<file path="src/rtl/ovs_rx_pkg.sv">
package ovs_rx_pkg;
   typedef enum logic [1:0] {
      RX_IDLE  = 2'd0,
      RX_START = 2'd1,
      RX_DATA  = 2'd2,
      RX_STOP  = 2'd3
   } rx_state_e;
endpackage

</file>
<file path="src/rtl/ovs_rx_vote.sv">
// Combinational vote over a set of line samples.
module ovs_rx_vote #(
   parameter int NS = 3
) (
   input  logic [NS-1:0] smp,
   output logic          maj,
   output logic          mixed
);
   initial begin
      assert (NS >= 3 && (NS % 2) == 1)
         else $fatal(1, "ovs_rx_vote: NS must be odd and at least 3");
   end

   generate
      if (NS == 3) begin : g_three
         assign maj = (smp[0] & smp[1]) | (smp[0] & smp[2]) | (smp[1] & smp[2]);
      end else begin : g_count
         int ones;
         always_comb begin
            ones = 0;
            for (int i = 0; i < NS; i++) ones += int'(smp[i]);
         end
         assign maj = (ones > NS / 2);
      end
   endgenerate

   assign mixed = (|smp) & ~(&smp);
endmodule

</file>
<file path="src/rtl/ovs_rx_frame.sv">
// Character framing: start detection, bit timing, sampling, assembly.
module ovs_rx_frame
   import ovs_rx_pkg::*;
#(
   parameter int OSR = 16,
   parameter int DW  = 9
) (
   input  logic          clk,
   input  logic          rst_n,
   input  logic          tick,
   input  logic          line,
   input  logic          word9,
   output logic          done,
   output logic [DW-1:0] cdata,
   output logic          cnoise,
   output logic          cframe,
   output logic          cw9
);
   localparam int CW = $clog2(OSR + 1);
   localparam int BW = (DW > 2) ? $clog2(DW) : 1;
   localparam logic [CW-1:0] T_S0  = CW'(OSR / 2);
   localparam logic [CW-1:0] T_S1  = CW'(OSR / 2 + 1);
   localparam logic [CW-1:0] T_S2  = CW'(OSR / 2 + 2);
   localparam logic [CW-1:0] T_C0  = CW'(OSR / 2 - 5);
   localparam logic [CW-1:0] T_C1  = CW'(OSR / 2 - 3);
   localparam logic [CW-1:0] T_C2  = CW'(OSR / 2 - 1);
   localparam logic [CW-1:0] T_END = CW'(OSR);
   localparam logic [BW-1:0] B_LONG  = BW'(DW - 1);
   localparam logic [BW-1:0] B_SHORT = BW'(DW - 2);

   initial begin
      assert (OSR >= 12 && (OSR % 2) == 0)
         else $fatal(1, "ovs_rx_frame: OSR must be even and at least 12");
      assert (DW >= 2)
         else $fatal(1, "ovs_rx_frame: DW must be at least 2");
   end

   rx_state_e      st;
   logic [CW-1:0]  tcnt;
   logic [CW-1:0]  nt;
   logic [BW-1:0]  bidx;
   logic [BW-1:0]  last_idx;
   logic [1:0]     smp_q;
   logic [2:0]     smp_vec;
   logic           prev_line;
   logic           nacc;
   logic           w9_q;
   logic [DW-1:0]  shreg;
   logic           maj;
   logic           mixed;
   logic           is_chk;

   assign nt       = tcnt + 1'b1;
   assign last_idx = w9_q ? B_LONG : B_SHORT;
   assign smp_vec  = {line, smp_q[1], smp_q[0]};
   assign is_chk   = (nt == T_C0) || (nt == T_C1) || (nt == T_C2);

   ovs_rx_vote #(.NS(3)) u_vote (
      .smp   (smp_vec),
      .maj   (maj),
      .mixed (mixed)
   );

   always_ff @(posedge clk) begin
      if (!rst_n) begin
         st        <= RX_IDLE;
         tcnt      <= '0;
         bidx      <= '0;
         smp_q     <= '0;
         prev_line <= 1'b1;
         nacc      <= 1'b0;
         w9_q      <= 1'b0;
         shreg     <= '0;
         done      <= 1'b0;
         cnoise    <= 1'b0;
         cframe    <= 1'b0;
      end else begin
         done <= 1'b0;
         if (tick) begin
            unique case (st)
               RX_IDLE: begin
                  prev_line <= line;
                  if (prev_line && !line) begin
                     st    <= RX_START;
                     tcnt  <= CW'(1);
                     shreg <= '0;
                     nacc  <= 1'b0;
                     w9_q  <= word9;
                  end
               end
               RX_START: begin
                  tcnt <= nt;
                  if (is_chk && line) begin
                     st        <= RX_IDLE;
                     prev_line <= 1'b1;
                  end else if (nt == T_END) begin
                     tcnt <= '0;
                     bidx <= '0;
                     st   <= RX_DATA;
                  end
               end
               RX_DATA: begin
                  tcnt <= nt;
                  if (nt == T_S0) smp_q[0] <= line;
                  if (nt == T_S1) smp_q[1] <= line;
                  if (nt == T_S2) begin
                     shreg[bidx] <= maj;
                     nacc        <= nacc | mixed;
                  end
                  if (nt == T_END) begin
                     tcnt <= '0;
                     if (bidx == last_idx) st <= RX_STOP;
                     else                  bidx <= bidx + 1'b1;
                  end
               end
               RX_STOP: begin
                  tcnt <= nt;
                  if (nt == T_S0) smp_q[0] <= line;
                  if (nt == T_S1) smp_q[1] <= line;
                  if (nt == T_S2) begin
                     done      <= 1'b1;
                     cnoise    <= nacc | mixed;
                     cframe    <= ~maj;
                     st        <= RX_IDLE;
                     prev_line <= line;
                  end
               end
               default: st <= RX_IDLE;
            endcase
         end
      end
   end

   assign cdata = shreg;
   assign cw9   = w9_q;
endmodule

</file>
<file path="src/rtl/ovs_rx_flags.sv">
// Holding register, status flags and standby control.
module ovs_rx_flags #(
   parameter int DW = 9
) (
   input  logic          clk,
   input  logic          rst_n,
   input  logic          done,
   input  logic [DW-1:0] cdata,
   input  logic          cnoise,
   input  logic          cframe,
   input  logic          cw9,
   input  logic          addr_wake,
   input  logic          standby_req,
   input  logic          rd_stb,
   output logic [DW-1:0] data_o,
   output logic          full_o,
   output logic          noise_o,
   output logic          frame_o,
   output logic          ovr_o,
   output logic          standby_o
);
   logic          msb;
   logic          wake_hit;
   logic          accept;
   logic [DW-1:0] dat_c;
   logic          full_c;
   logic          nz_c;
   logic          fe_c;
   logic          ov_c;
   logic          sb_c;

   assign msb      = cw9 ? cdata[DW-1] : cdata[DW-2];
   assign wake_hit = done & standby_o & addr_wake & msb;
   assign accept   = done & (~standby_o | wake_hit);

   always_comb begin
      dat_c  = data_o;
      full_c = full_o  & ~rd_stb;
      nz_c   = noise_o & ~rd_stb;
      fe_c   = frame_o & ~rd_stb;
      ov_c   = ovr_o   & ~rd_stb;
      if (accept) begin
         if (full_c) begin
            ov_c = 1'b1;
         end else begin
            dat_c  = cdata;
            full_c = 1'b1;
            nz_c   = cnoise;
            fe_c   = cframe;
         end
      end
      if (standby_req)   sb_c = 1'b1;
      else if (wake_hit) sb_c = 1'b0;
      else               sb_c = standby_o;
   end

   always_ff @(posedge clk) begin
      if (!rst_n) begin
         data_o    <= '0;
         full_o    <= 1'b0;
         noise_o   <= 1'b0;
         frame_o   <= 1'b0;
         ovr_o     <= 1'b0;
         standby_o <= 1'b0;
      end else begin
         data_o    <= dat_c;
         full_o    <= full_c;
         noise_o   <= nz_c;
         frame_o   <= fe_c;
         ovr_o     <= ov_c;
         standby_o <= sb_c;
      end
   end
endmodule

</file>
<file path="src/rtl/ovs_rx.sv">
// Top: oversampled serial receiver with address-mark wakeup.
module ovs_rx #(
   parameter int OSR = 16,
   parameter int DW  = 9
) (
   input  logic          clk,
   input  logic          rst_n,
   input  logic          rx_tick,
   input  logic          rx_line,
   input  logic          word9,
   input  logic          addr_wake,
   input  logic          standby_req,
   input  logic          rd_stb,
   output logic [DW-1:0] rx_data,
   output logic          rx_full,
   output logic          noise_err,
   output logic          frame_err,
   output logic          overrun_err,
   output logic          standby
);
   logic          chr_done;
   logic [DW-1:0] chr_data;
   logic          chr_noise;
   logic          chr_frame;
   logic          chr_w9;

   ovs_rx_frame #(.OSR(OSR), .DW(DW)) u_frame (
      .clk    (clk),
      .rst_n  (rst_n),
      .tick   (rx_tick),
      .line   (rx_line),
      .word9  (word9),
      .done   (chr_done),
      .cdata  (chr_data),
      .cnoise (chr_noise),
      .cframe (chr_frame),
      .cw9    (chr_w9)
   );

   ovs_rx_flags #(.DW(DW)) u_flags (
      .clk         (clk),
      .rst_n       (rst_n),
      .done        (chr_done),
      .cdata       (chr_data),
      .cnoise      (chr_noise),
      .cframe      (chr_frame),
      .cw9         (chr_w9),
      .addr_wake   (addr_wake),
      .standby_req (standby_req),
      .rd_stb      (rd_stb),
      .data_o      (rx_data),
      .full_o      (rx_full),
      .noise_o     (noise_err),
      .frame_o     (frame_err),
      .ovr_o       (overrun_err),
      .standby_o   (standby)
   );
endmodule

</file>
<file path="config.mk">
export PLATFORM = sky130hd
export DESIGN_NAME = ovs_rx
export DESIGN_NICKNAME = d
export VERILOG_FILES = /design/src/rtl/ovs_rx_pkg.sv /design/src/rtl/ovs_rx_vote.sv /design/src/rtl/ovs_rx_frame.sv /design/src/rtl/ovs_rx_flags.sv /design/src/rtl/ovs_rx.sv
export SDC_FILE = /design/constraint.sdc
export NUM_CORES = 1
export LEC_CHECK = 0
export BUFFER_PORTS_ARGS = -buffer_cell sky130_fd_sc_hd__buf_2
export CAP_MARGIN = 20
export CELL_PAD_IN_SITES_DETAIL_PLACEMENT = 1
export CELL_PAD_IN_SITES_GLOBAL_PLACEMENT = 1
export CORE_MARGIN = 5
export CORE_UTILIZATION = 25
export DETAILED_ROUTE_END_ITERATION = 6
export GPL_ROUTABILITY_DRIVEN = 0
export PLACE_DENSITY_LB_ADDON = 0.1
export SLEW_MARGIN = 5
export SYNTH_ARGS = -nofsm -noshare
export SYNTH_HDL_FRONTEND = slang
export SYNTH_SLANG_ARGS = --single-unit
</file>
<file path="constraint.sdc">
create_clock -name clk -period 2.4 [get_ports clk]
set_input_delay 0.24 -clock clk [delete_from_list [all_inputs] [get_ports clk]]
set_output_delay 0.24 -clock clk [all_outputs]
set_load 0.05 [all_outputs]
</file>
==> results of run 1 <==
-- cell type report --
cell class	count	area, um^2	area share
Clock buffer	5	68.8	0.0244
Clock inverter	3	21.3	0.00755
Inverter	17	63.8	0.0227
Multi-Input combinational cell	197	1450	0.515
Sequential cell	42	842	0.299
Tap cell	133	166	0.0591
Timing Repair Buffer	34	203	0.0720
-- routing by layer --
| layer | vias up | GRT usage | part of all wire |
|---|---|---|---|
| li1 | 1017 | - | - |
| met3 | 8 | 0.0266 | 0.019 |
| met4 | 0 | 0.0334 | 0.013 |
| met5 | - | 0 | 0 |
| met1 | 981 | 0.153 | 0.48 |
| met2 | 15 | 0.198 | 0.48 |
-- metrics by stage --
step                hold slack (ps)  total power, W  setup slack (ps)  area, um^2
floorplan                       319        0.000849               436        2430
CTS                             130         0.00141               150        2820
detailed placement              453        0.000905               193        2730
global placement                447        0.000905               231        2730
global route                    131         0.00146              60.0        2820
finish                          134         0.00138               255        2820
-- flip-flops by register name (all words and copies together) (netlist names), named ones only --
signal             flops
u_frame.cdata          9
u_frame.nacc           1
u_flags.noise_o        1
u_frame.cframe         1
u_frame.tcnt           5
u_frame.smp_q          2
u_frame.cw9            1
u_frame.st             1
u_flags.data_o         9
u_frame.bidx           4
u_frame.done           1
u_flags.ovr_o          1
u_flags.standby_o      1
u_flags.full_o         1
u_frame.cnoise         1
u_frame.prev_line      1
u_flags.frame_o        1
-- logic make-up after synthesis --
family / after synthesis
buffers and inverters: 30
multiplexers: 21
XOR/XNOR: 2
AO/OA/AOI/OAI: 64
AND/OR/NAND/NOR: 95
adder cells (fa/ha/maj): 15
flip-flops: 42
-- worst min-delay path by stage --
stage | startpoint | endpoint
5_1_grt | standby_req | u_flags.standby_o
2_1_floorplan | rd_stb | u_flags.ovr_o
4_1_cts | standby_req | u_flags.standby_o
3_5_place_dp | standby_req | u_flags.standby_o
3_3_place_gp | u_frame.cframe | u_frame.cframe
6_report | standby_req | u_flags.standby_o
-- worst max-delay path, cell delays in order (launching register included) --
cell and delay (ps):
dfxtp_1 420, inv_1 110, ha_1 300, inv_1 120, o21ai_2 80, or3_4 410
a31oi_2 190, a41oi_1 130, a311oi_1 290
-- cell usage in the layout (no fill, tap or decap), types with 5 or more instances in the layout --
cell	n
a21oi_1	13
buf_2	21
buf_4	13
clkbuf_8	5
dfxtp_1	41
ha_1	14
inv_1	16
mux2i_1	20
nand2_1	20
nand3_1	10
nor2_1	23
nor2b_1	6
nor3_1	6
o211ai_1	5
o21ai_0	7
-- where the power goes --
part | switching, W | leakage [nW] | internal [W]
Sequential | 0.00000937 | 0.340 | 0.000704
Combinational | 0.000105 | 0.781 | 0.0000651
Clock | 0.000289 | 0.0441 | 0.000205
Total | 0.000404 | 1.17 | 0.000975
==> results, run 1 <==
- Setup repair after global routing left no endpoint under its margin.
- The analysis attributes to cell leakage a power of 1.17 nW.
- After layout, the minimum clock period comes to 2140 ps.
- Dividing the detail-routed wire length by the instance count gives 14.9 um.
- The via count of the first global-routing pass is 2156.
- In the synthesized netlist the async set-or-reset flop fraction comes to 0.
- Relative to the synthesized area, the layout overhead comes to 15.7%.
- The fraction of layout cells with a size suffix above 1 is 0.228.
- By area, the combinational part of the netlist is dominated by simple AND/OR/NAND/NOR gates.
- Data on the critical path arrives at its endpoint at 2350 ps.
- The worst register-to-register path begins at u_frame.st[0].
- The final number of hold-violating endpoints is 0.
- The number of hold buffers added after CTS was 0.
- Data on the critical path is required at its endpoint by 2610 ps.
- The portion of synthesized area spent on multiplexers is 0.0869.
- In this run the mean area of a mapped cell was 9.05 um^2.
- The number of input and output port buffers inserted is 21.
- The total nets after synthesis is 291.
- The class of the most critical setup path is flop to flop.
- The count of endpoints failing setup in the final report is 0.
- The clock-pin slew of the registers on the worst-case setup and hold paths is 90 ps.
- The H-tree was split into 2 levels.
- Once detail routing completed, the nets flagged for antenna violations numbered 0.
- The synthesized instance count is 269.
- Between clock sinks in the finished design, the worst skew comes to 3.80 ps.
- The synthesized design contains 42 register bits.
- Of the total synthesized cell area, the portion taken by XOR and XNOR cells is 0.00720.
- The total count of max-transition violations in the final report is 0.
- The clock sink total is 42.
- In this run, post-CTS repair resized a total of 0 instances.
- The endpoint kind of the worst setup timing path is a flop.
- The first global-routing pass estimated 10900 um of wire.
- The later pin in the worst-skew pair is clocked with a latency of 300 ps.
- The post-synthesis compound-gate area fraction is 0.210.
- The largest area contributor in the synthesized netlist is dfxtp_1.
- The buffer levels on the longest clock path is 2.
- In this run, CTS created clock tree buffers numbering 5.
- The final non-filler cell total is 431.
- Tracing the worst setup path back leads to its startpoint at u_frame.st[0].
- The global route total overflow is 0.
- Counting flops with a built-in enable in the synthesized netlist gives 0.
- The vertical die dimension is 109 um.
- The via density per instance is 4.69.
- The number of DRC violations after detailed-routing iteration 0 is 76.
- The worst setup path endpoint is u_frame.tcnt[4].
- The number of max-cap violations is 0.
- The routed design has 6430 um of wire.
- The critical path launch point type is a flop.
- The setup fix buffers added after clock tree synthesis is 0.
- Counting distinct cell types in the post-synthesis netlist gives 63.
- The register area share after synthesis is 0.346.
- The cell count of the worst hold path is 3.
- The number of cells traversed by the worst register-to-register path is 8.
- Once layout is complete, the utilization of the core stands at 0.292.
- The number of detailed-routing iterations run before antenna repair is 4.
- Of the total synthesized cell area, the portion taken by AND, OR, NAND and NOR gates is 0.216.
- For the final routed database, the setup TNS stands at 0 ps.
- The total number of vias is 2021.
- The total I/O pin count is 22.
- The commonest cells after synthesis are dfxtp_1 (42), nor2_1 (23), mux2i_1 (20), nand2_1 (20), inv_1 (16).
- The clock tree from TritonCTS is built.
- The highest fanout seen on the critical path is 5.
- In the finished design, the share of the clock period the worst path needs comes to 0.894.
- The die covers 11800 um^2.
- The run finished with clean final reports.
- In this run the worst hold path is classified as input pin to flop.
- The initial antenna violation count is 0.
- Summing every instance area after synthesis gives 2430 um^2.
- After synthesis, the cell types taking the most area are dfxtp_1 (35%), mux2i_1 (8.2%), ha_1 (7.2%), nor2_1 (3.5%), nand2_1 (3.1%).
- The half-perimeter wire length after detailed placement is 4790 um.
- The worst register-to-register path ends at u_frame.tcnt[4].
- The placeable core region is 9640 um^2.
- Fill cells in the final layout number 1164.
- The die width is 109 um.
- The number of diodes is 0.
- The number of standard-cell rows in the floorplan is 36.
- Across all register-to-register paths, the minimum setup slack is 260 ps.
- Of the total synthesized cell area, the portion taken by full adders, half adders and majority gates is 0.0761.
- The tree is rooted in a clkbuf_8.
- The maximum number of pins on one net before global-route repair is 28.
- Among all flip-flop cells after synthesis, the most frequent one is dfxtp_1.
- The starting utilization of the core area is 0.252.
- The worst-case IR drop observed on VDD is 181 uV.
- The power density normalized to cell area is 489 nW/um^2.
- In this run the tightest slew margin relative to its limit is 0.674.
- The most instantiated library cell after synthesis is dfxtp_1.
- After detailed routing, the number of remaining DRC violations is 0.
- Based on the critical path, the design can be clocked at up to 466 MHz.
- Across every metal layer, demand over resource in global routing totals 0.118.
- The share of synthesized area in the top cell type comes to 0.346.
- At the pin with the least slew margin, the transition time is 488 ps.
- At the end of the flow, the number of nets in the layout was 319.
- After detailed placement, the design holds a cell count of 423.
- The count of synthesis-stage warnings from yosys is 0.
Note: power is estimated with default switching activity, not from simulation.
==> run 2, diff against run 1 <==
--- a/config.mk
+++ b/config.mk
@@ -5,6 +5,7 @@
 export SDC_FILE = /design/constraint.sdc
 export NUM_CORES = 1
 export LEC_CHECK = 0
+export ABC_AREA = 1
 export BUFFER_PORTS_ARGS = -buffer_cell sky130_fd_sc_hd__buf_2
 export CAP_MARGIN = 20
 export CELL_PAD_IN_SITES_DETAIL_PLACEMENT = 1
==> run 2 against run 1 <==
Clock power grew 1%. First-iteration DRC count shrank 17%. Routed wire length grew 1.4%. Sequential share of layout area grew 0.40 points. Clock skew grew 3.2 ps. Fmax grew 3.2%. Critical endpoint is now u_frame.cdata[5]. Largest power group unchanged.
==> results, run 2 <==
- The worst setup slack for register-to-register paths is 320 ps.
- The largest area contributor in the synthesized netlist is dfxtp_1.
- In this run the standard cell core region covers 9640 um^2.
- Once the clock tree was built, the resizer swapped 0 gates to a different size.
- The worst slew margin relative to its limit is 0.477.
- Data on the critical path is required at its endpoint by 2590 ps.
- Along the worst hold path, the cell count comes to 2.
- After detailed routing, the number of vias per cell comes to 4.44.
- Between clock sinks in the finished design, the worst skew comes to 7.04 ps.
- At the worst endpoint, the arrival time is 2270 ps.
- In the detailed route, the total length drawn on met2 is 3160 um.
- After clock tree synthesis, the setup repair step added 0 buffers.
- The total I/O pin count is 22.
- The first global-routing pass estimated 11400 um of wire.
- The share of the cycle needed by the critical path after routing is 0.866.
- The final-layout worst hold slack is 121 ps.
- Entering global routing, the biggest net connects 22 pins.
- The class of the most critical setup path is flop to flop.
- The end point of the most critical hold path is u_flags.ovr_o.
- The worst setup path is captured at a flop.
- The share of total power dissipated in the clock network is 0.313.
- The share of total power in combinational logic is 0.220.
- The detail-routed net length per standard cell is 12.9 um.
- After synthesis, the cell types taking the most area are dfxtp_1 (34%), nand2_1 (11%), ha_1 (7.2%), inv_1 (7.1%), nor2_1 (6.8%).
- The utilization of the core after routing is 0.288.
- The pin slew with the least headroom to its limit is 783 ps.
- For this block, the initial DRC count from the detailed router was 63.
- The via count of the first global-routing pass is 2397.
- Of the total power, the share spent switching nets is 0.336.
- The worst hold path begins at rd_stb.
- In the global route stage, overall resource usage came out at 0.120.
- 0 antenna diodes ended up in the layout.
- CTS saw 42 sinks.
- The largest individual stage delay along the critical path comes from the cell dfxtp_1.
- For this block, wires on met1 add up to 3230 um.
- Sorting the synthesized cells by how often they occur yields nand2_1 (70), inv_1 (46), nor2_1 (44).
- For the worst flop-to-flop path, the logic depth is 10.
- The remaining antenna violation count after routing is 0.
- The initial antenna violation count was 0.
- Cell internal power was estimated by the tool at 0.00106 W.
- The detailed router placed 2237 vias in this run.
- In the layout the commonest cells are nand2_1 (70), inv_1 (46), nor2_1 (44), dfxtp_1 (42), a21oi_1 (27).
- The endpoint of the worst register-to-register path is u_frame.cdata[5].
- The mean instance size in the synthesized netlist is 7.02 um^2.
- The die covers 11800 um^2.
- The buffer levels on the longest clock path is 2.
- The number of enable flip-flop cells after synthesis is 0.
- Leaving out fill and tap cells, the most frequent cell in the layout is nand2_1.
- The H-tree was split into 2 levels.
- The flow ran to the end, and the final reports show no timing, DRC or antenna violations.
- Setup repair after global routing left no endpoint under its margin.
- Setup violations remaining at the end of the flow were counted as 0.
- The share of synthesized flip-flops with an asynchronous set or reset is 0.
- The worst setup path is launched from a flop.
- The total count of max-transition violations in the final report is 0.
- The reg-to-reg critical path startpoint is u_frame.tcnt[1].
- Setup total negative slack on the finished layout was measured at 0 ps.
- The share of synthesized area in the top cell type comes to 0.344.
- The synthesized instance count is 348.
- The routed design uses 81 um of met3 wire.
- The clock tree from TritonCTS is built.
- The maximum frequency from static timing analysis is 481 MHz.
- The cell area after placement is 2680 um^2.
- The routed wire length is 6520 um.
- Once layout is done, the placed cells without fillers occupy 2780 um^2.
- The total DRC errors in the routed layout is 0.
- The number of library cell types mapped by synthesis is 34.
- Summed over all nets, the switching power comes to 0.000536 W.
- Of all nets on the critical path, the largest fanout is 11.
- The most used flip-flop cell after synthesis is dfxtp_1.
- The floorplan step set the die width to 109 um.
- The cell sitting at the root of the clock tree is a clkbuf_8.
- Max-cap violations in this run came to 0.
- Input and output buffers added on the ports amount to 21.
- Of the cells placed in the final design, the portion with a size suffix greater than 1 is 0.167.
- In this run the static leakage power is 1.21 nW.
- For this run, the slowest stage of the critical path takes 490 ps.
- Detailed placement ended at an HPWL of 5100 um.
- The die is 109 um tall.
- Buffers inserted during clock tree synthesis total 5.
- For this run the aggregate overflow at the end of global routing stands at 0.
- The number of standard-cell rows in the floorplan is 36.
- From synthesis to final layout, the design area changed by 13.6%.
- The starting utilization of the core area is 0.253.
- The net count of the finished layout is 392.
- The relative contribution of sequential cells to total power is 0.467.
- In this run the cell area of the synthesized design comes to 2440 um^2.
- The critical path goes through ha_1, nand2_1, nand2_1, nand2_1, inv_2, nand2_4, nand2_4, nand4_1, o21ai_0, nor2_1.
- Yosys instantiated no cell more often than nand2_1.
- After clock tree synthesis, the clock-pin slew on the worst setup and hold paths is 90 ps.
- The number of hold-repair buffers added at the cts stage is 0.
- The register area share after synthesis is 0.344.
- For the worst-skew pair, the clock arrives at the later sink with an insertion delay of 290 ps.
- Overall power consumption after layout is estimated at 0.00160 W.
- During synthesis, Yosys emitted a total of 0 warnings.
- In this run the top signal layer used is met4.
- The first detailed-routing pass took 4 iterations.
- The most prevalent standard cell on the critical path is nand2_1.
- In this run, synthesis produced a sequential element count of 42.
- The worst-case IR drop observed on VDD is 233 uV.
- The final number of hold-violating endpoints came to 0.
- The total nets after synthesis is 370.
- The power density normalized to cell area is 575 nW/um^2.
- After layout, the minimum clock period comes to 2080 ps.
- The classification of the worst-slack hold path is input pin to flop.
## run 2: worst max path at each step
stage,start,endpoint,slack (ps),depth (start not counted)
after floorplan,u_frame.st[0],u_frame.bidx[1],770,7
after global placement,u_frame.tcnt[1],u_frame.cdata[8],340,10
after detailed placement,u_frame.tcnt[1],u_frame.cdata[5],310,10
after CTS,u_frame.tcnt[1],u_frame.cdata[5],260,10
after global routing,u_frame.tcnt[1],u_frame.cdata[5],40,10
final,u_frame.tcnt[1],u_frame.cdata[5],320,10
## run 2: routing by layer
metal  GRT usage  vias up
met5           0        -
met4      0.0298        0
met3      0.0219        4
met2       0.212        6
met1       0.152     1060
li1            -     1167
## run 2: power by group through the flow
stage / registers [W] / logic (W) / clock network, W
after floorplan: 0.000762 / 0.000258 / 0
after global placement: 0.000761 / 0.000355 / 0
after detailed placement: 0.000762 / 0.000359 / 0
after CTS: 0.000746 / 0.000361 / 0.000533
after global routing: 0.000751 / 0.000401 / 0.000561
final: 0.000746 / 0.000351 / 0.000500
## run 2: final cells by class
class	instances	area (um^2)
multi-input combinational	244	1340
inverter	51	193
sequential	42	841
clock inverter	2	12.5
timing repair buffer	26	143
tap	133	166
clock buffer	6	82.6
fill	1226	6860
## run 2: logic make-up after synthesis
family,synth area share
buf+inv,0.108
fa+ha+maj,0.0717
simple gates,0.346
flops,0.344
compound gates,0.123
xor+xnor,0.00717
## run 2: metrics by stage
step	setup slack [ps]	std cells
4_1_cts	260	504
2_1_floorplan	770	348
6_report	322	504
3_3_place_gp	341	496
3_5_place_dp	306	496
5_1_grt	42.1	504
## run 2: worst max-delay path, delay by kind of cell (launching register included)
family                   cells  cell delay, ps
AND/OR/NAND/NOR              7             880
flip-flops                   1             490
adder cells (fa/ha/maj)      1             310
AO/OA/AOI/OAI                1             200
buffers and inverters        1              90
